File: src/rtl/irq_pin_pkg.sv
package irq_pin_pkg;
  typedef struct packed {
    logic oe;
    logic val;
  } pin_drv_t;

  localparam pin_drv_t PIN_RELEASED = '{oe: 1'b0, val: 1'b0};

  function automatic pin_drv_t idle_drive(input logic level_mode, input logic pos_pol);
    pin_drv_t d;
    if (level_mode) d = PIN_RELEASED;
    else            d = '{oe: 1'b1, val: ~pos_pol};
    return d;
  endfunction
endpackage

File: src/rtl/irq_trig_detect.sv
module irq_trig_detect #(
  parameter int NUM_IRQ = 8
) (
  input  logic               run,
  input  logic [NUM_IRQ-1:0] flags,
  input  logic [NUM_IRQ-1:0] set_evt,
  input  logic [NUM_IRQ-1:0] clr_evt,
  output logic               trig
);
  logic [NUM_IRQ-1:0] left_pending;
  logic               any_set;
  logic               any_clr;

  for (genvar i = 0; i < NUM_IRQ; i++) begin : g_left
    assign left_pending[i] = flags[i] & ~clr_evt[i];
  end

  always_comb begin
    any_set = |set_evt;
    any_clr = |clr_evt;
    trig    = run & (any_set | (any_clr & (|left_pending)));
  end
endmodule

File: src/rtl/irq_pulse_timer.sv
module irq_pulse_timer #(
  parameter int PULSE_CYC = 128
) (
  input  logic clk,
  input  logic rst,
  input  logic run,
  input  logic trig,
  output logic active_next
);
  localparam int CNT_W = $clog2(PULSE_CYC + 1);
  localparam logic [CNT_W-1:0] LOAD = CNT_W'(PULSE_CYC);

  logic [CNT_W-1:0] cnt_q;
  logic [CNT_W-1:0] cnt_d;

  always_comb begin
    if (!run)                cnt_d = '0;
    else if (trig)           cnt_d = LOAD;
    else if (cnt_q != '0)    cnt_d = cnt_q - 1'b1;
    else                     cnt_d = '0;
    active_next = (cnt_d != '0);
  end

  always_ff @(posedge clk) begin
    if (rst) cnt_q <= '0;
    else     cnt_q <= cnt_d;
  end
endmodule

File: src/rtl/irq_pin_drive.sv
module irq_pin_drive
  import irq_pin_pkg::*;
(
  input  logic clk,
  input  logic rst,
  input  logic irq_en,
  input  logic level_mode,
  input  logic pos_pol,
  input  logic any_pend,
  input  logic pulse_on,
  output logic pin_oe,
  output logic pin_out
);
  pin_drv_t drv_d;
  pin_drv_t drv_q;

  always_comb begin
    if (!irq_en)         drv_d = idle_drive(level_mode, pos_pol);
    else if (level_mode) drv_d = '{oe: any_pend, val: 1'b0};
    else                 drv_d = '{oe: 1'b1, val: pulse_on ? pos_pol : ~pos_pol};
  end

  always_ff @(posedge clk) begin
    if (rst) drv_q <= PIN_RELEASED;
    else     drv_q <= drv_d;
  end

  assign pin_oe  = drv_q.oe;
  assign pin_out = drv_q.val;
endmodule

File: src/rtl/irq_pin_ctrl.sv
module irq_pin_ctrl #(
  parameter int NUM_IRQ   = 8,
  parameter int PULSE_CYC = 128
) (
  input  logic               clk,
  input  logic               rst,
  input  logic               irq_en,
  input  logic               level_mode,
  input  logic               pos_pol,
  input  logic [NUM_IRQ-1:0] flags,
  input  logic [NUM_IRQ-1:0] set_evt,
  input  logic [NUM_IRQ-1:0] clr_evt,
  output logic               pin_oe,
  output logic               pin_out
);
  logic edge_run;
  logic trig;
  logic pulse_on;

  assign edge_run = irq_en & ~level_mode;

  irq_trig_detect #(.NUM_IRQ(NUM_IRQ)) trig_i (
    .run     (edge_run),
    .flags   (flags),
    .set_evt (set_evt),
    .clr_evt (clr_evt),
    .trig    (trig)
  );

  irq_pulse_timer #(.PULSE_CYC(PULSE_CYC)) timer_i (
    .clk         (clk),
    .rst         (rst),
    .run         (edge_run),
    .trig        (trig),
    .active_next (pulse_on)
  );

  irq_pin_drive drive_i (
    .clk        (clk),
    .rst        (rst),
    .irq_en     (irq_en),
    .level_mode (level_mode),
    .pos_pol    (pos_pol),
    .any_pend   (|flags),
    .pulse_on   (pulse_on),
    .pin_oe     (pin_oe),
    .pin_out    (pin_out)
  );
endmodule

File: config.mk
export PLATFORM = sky130hd
export DESIGN_NAME = irq_pin_ctrl
export DESIGN_NICKNAME = d
export VERILOG_FILES = /design/src/rtl/irq_pin_pkg.sv /design/src/rtl/irq_trig_detect.sv /design/src/rtl/irq_pulse_timer.sv /design/src/rtl/irq_pin_drive.sv /design/src/rtl/irq_pin_ctrl.sv
export SDC_FILE = /design/constraint.sdc
export NUM_CORES = 1
export LEC_CHECK = 0
export BUFFER_PORTS_ARGS = -buffer_cell sky130_fd_sc_hd__buf_2
export CORE_MARGIN = 5
export CORE_UTILIZATION = 39
export DETAILED_ROUTE_END_ITERATION = 12
export GPL_ROUTABILITY_DRIVEN = 0
export PLACE_DENSITY = 0.79
export SETUP_SLACK_MARGIN = 0.4
export SLEW_MARGIN = 20
export SYNTH_ARGS = -nofsm -noshare
export SYNTH_HDL_FRONTEND = slang
export SYNTH_HIERARCHICAL = 1
export SYNTH_SLANG_ARGS = --single-unit
File: constraint.sdc
create_clock -name clk -period 2 [get_ports clk]
set_input_delay 0.3 -clock clk [delete_from_list [all_inputs] [get_ports clk]]
set_output_delay 0.3 -clock clk [all_outputs]
set_load 0.05 [all_outputs]
==> metrics <==
outcome complete, no violations; critical path depth 6; leading area contributor after synthesis dfxtp_1; most frequent cells in the layout buf_2, inv_1, nor2_1; Worst-Margin Slew 0.386 ns; vias in the first global route 717; Buffers on Ports 30; Row Count 14; crit share post-route 98.7%; worst path cell trace or4_4 -> o41a_1 -> o31ai_2 -> nand3_1 -> a21o_1 -> a211oi_2; Synth cell types 27; detail-routed via count per cell 5.13; Ys Warns 6; Die Span Y 49.6 µm; # diodes 0; initial core utilization 41.0%; Syn Inst Count 79; DR WL/cell 11.9 µm; Fillers 129; Leak 0.000471 µW; CP Data Arrival Time 2.17 ns; CP Class reg -> reg; CTS H-tree lvls 1; sequential area share after synthesis 32.8%; Final ANT Viol Nets 0; Placed Area 853 µm²; syn_nets 110; post-synth top area share 32.8%; depth of the worst hold-timing path 2; antenna violations before repair 0; hold endpoint drive_i/pin_out$_SDFF_PP0_; clock root cell clkbuf_4; pwr/cell area 506 mW/mm²; total number of vias 703; clk_lat worst skew 0.27 ns; Tot Pwr 481 µW; CTS Buf Count 3; detailed-route wire length 1630 µm; 1st-pass router iterations 4; CP required 2.19 ns; commonest non-fill, non-tap cell in the layout buf_2; hold crit path type in -> reg; final non-filler cell total 137; Final Cell Area 951 µm²; final worst path period need 1.97 ns; hold_buf cts 0; MaxCap Viol Count 0; P&R area growth vs syn 55.7%; Crit. Startpoint timer_i/cnt_q[1]$_SDFF_PP0_; CP max stage cell or4_4; top cells by area, synth dfxtp_1, nor2_1, inv_1; Max stage delay on crit path 0.55 ns; Sink Count 10; Fin. Hold Viols 0; largest net degree at the start of global routing 7; FMAX 506 MHz; Tot GR Track Use 13.9%; clk buf depth 2; final setup skew 0.00722 ns; Yosys reg bits 10; Critical path buffers and inverters 0; VDD IR-drop max 0.367 mV; max_slew headroom 74.1%; Setup-failing EPs final 0; # DRC 0; 1st-iter DRT viols 7; Netlist Area Pre-Place 611 µm²; setup slack, reg-to-reg 0.03 ns; Nets 153; Top delay family on crit path compound AO/OA/AOI/OAI gates; TritonCTS clock tree done; core area 0.00149 mm²; RR Startpoint timer_i/cnt_q[1]$_SDFF_PP0_; Overflow after GRT 0; syn_area_per_cell 7.73 µm²; global-route wire length before repair 2710 µm; Critical Path Source Type flip-flop; Hold Crit Start level_mode; unrepaired setup endpoints after global routing true; clock-pin slew on the worst setup and hold paths 0.07 ns; Crit Path Max Fanout 3; worst reg2reg endpoint drive_i/pin_out$_SDFF_PP0_; Slew Limit Fails 0; Die W 49.6 µm; DP Cell Count 133; DIE AREA 0.00246 mm²; Worst setup EP type flip-flop; Worst R2R Path Depth 6; IO Pins 31; share of layout cells above drive strength 1 47.9%; Detailed Place HPWL 1310 µm
where the power goes:
group	internal, µW	switching [µW]	total, µW	leakage [µW]
Combinational	48.7	47.8	96.4	0.000368
Sequential	203	2.00	205	0.0000817
Clock	110	68.7	179	0.0000210
cells by family after synthesis:
family          after synthesis  synth area share (%)
compound gates               16                  19.1
xor+xnor                      3                  4.30
fa+ha+maj                     2                  4.10
buf+inv                      11                  6.76
flops                        10                  32.8
mux                           1                  1.64
simple gates                 36                  31.4
registers in the layout, indices dropped and copies added, names as in the netlist:
signal	flops
timer_i/cnt_q	8
drive_i/pin_out	1
drive_i/pin_oe	1
layer usage:
layer | global-route usage (%) | share of wire [%] | vias to the layer above
met3 | 5.72 | 7.4 | 2
met1 | 13.7 | 38 | 310
met2 | 25.8 | 53 | 26
met4 | 3.93 | 0.98 | 0
met5 | 0 | 0 | -
li1 | - | - | 365
worst reg2reg max path, cell delays in order, from the launching register on:
cell	delay [ns]
dfxtp_2	0.32
or4_4	0.55
o41a_1	0.33
o31ai_2	0.23
nand3_1	0.13
a21o_1	0.18
a211oi_2	0.16
worst max path at each step:
stage,to,slack (ns)
6_report,drive_i/pin_out$_SDFF_PP0_,0.03
5_1_grt,drive_i/pin_out$_SDFF_PP0_,-0.05
4_1_cts,drive_i/pin_out$_SDFF_PP0_,0.01
3_5_place_dp,drive_i/pin_out$_SDFF_PP0_,-0.07
3_3_place_gp,drive_i/pin_out$_SDFF_PP0_,-0.03
2_1_floorplan,drive_i/pin_out$_SDFF_PP0_,0.12
synthesized netlist by cell type, drive strengths merged:
library cell / instances
ha: 2
nor4: 3
o2111ai: 1
dfxtp: 10
nand3: 3
nand2: 4
xor2: 1
a211oi: 1
nor2: 12
nor4b: 1
or4: 5
o21ai: 3
o41a: 1
o22ai: 4
a21oi: 2
mux2i: 1
o31ai: 2
nand2b: 2
inv: 11
nor2b: 3
nor3: 2
xnor2: 2
and2: 1
a21o: 1
a31oi: 1
what timing repair did:
action                     CTS  global route
setup buffers                0             0
gates cloned                 0             0
pin swaps                    1             3
resized for setup            5            10
setup endpoints to repair    8             9
per-stage QoR:
| step | setup slack, ns | hold slack, ns | util, % | setup TNS, ns |
|---|---|---|---|---|
| 6_report | 0.0254 | 0.226 | 63.9 | 0 |
| 2_1_floorplan | 0.124 | 0.365 | - | 0 |
| 3_5_place_dp | -0.0718 | 0.509 | 57.3 | -0.0829 |
| 5_1_grt | -0.0503 | 0.214 | 63.9 | -0.0503 |
| 4_1_cts | 0.0150 | 0.220 | 61.5 | 0 |
| 3_3_place_gp | -0.0284 | 0.502 | 57.3 | -0.0284 |
area by class of cell:
| type | instances | area, µm² | area share, % |
|---|---|---|---|
| Clock buffer | 4 | 36.3 | 3.82 |
| Inverter | 11 | 41.3 | 4.34 |
| Multi-Input combinational cell | 58 | 432 | 45.4 |
| Sequential cell | 10 | 201 | 21.2 |
| Tap cell | 16 | 20.0 | 2.11 |
| Timing Repair Buffer | 38 | 220 | 23.2 |
No activity file was read; power rests on OpenSTA's default activity.
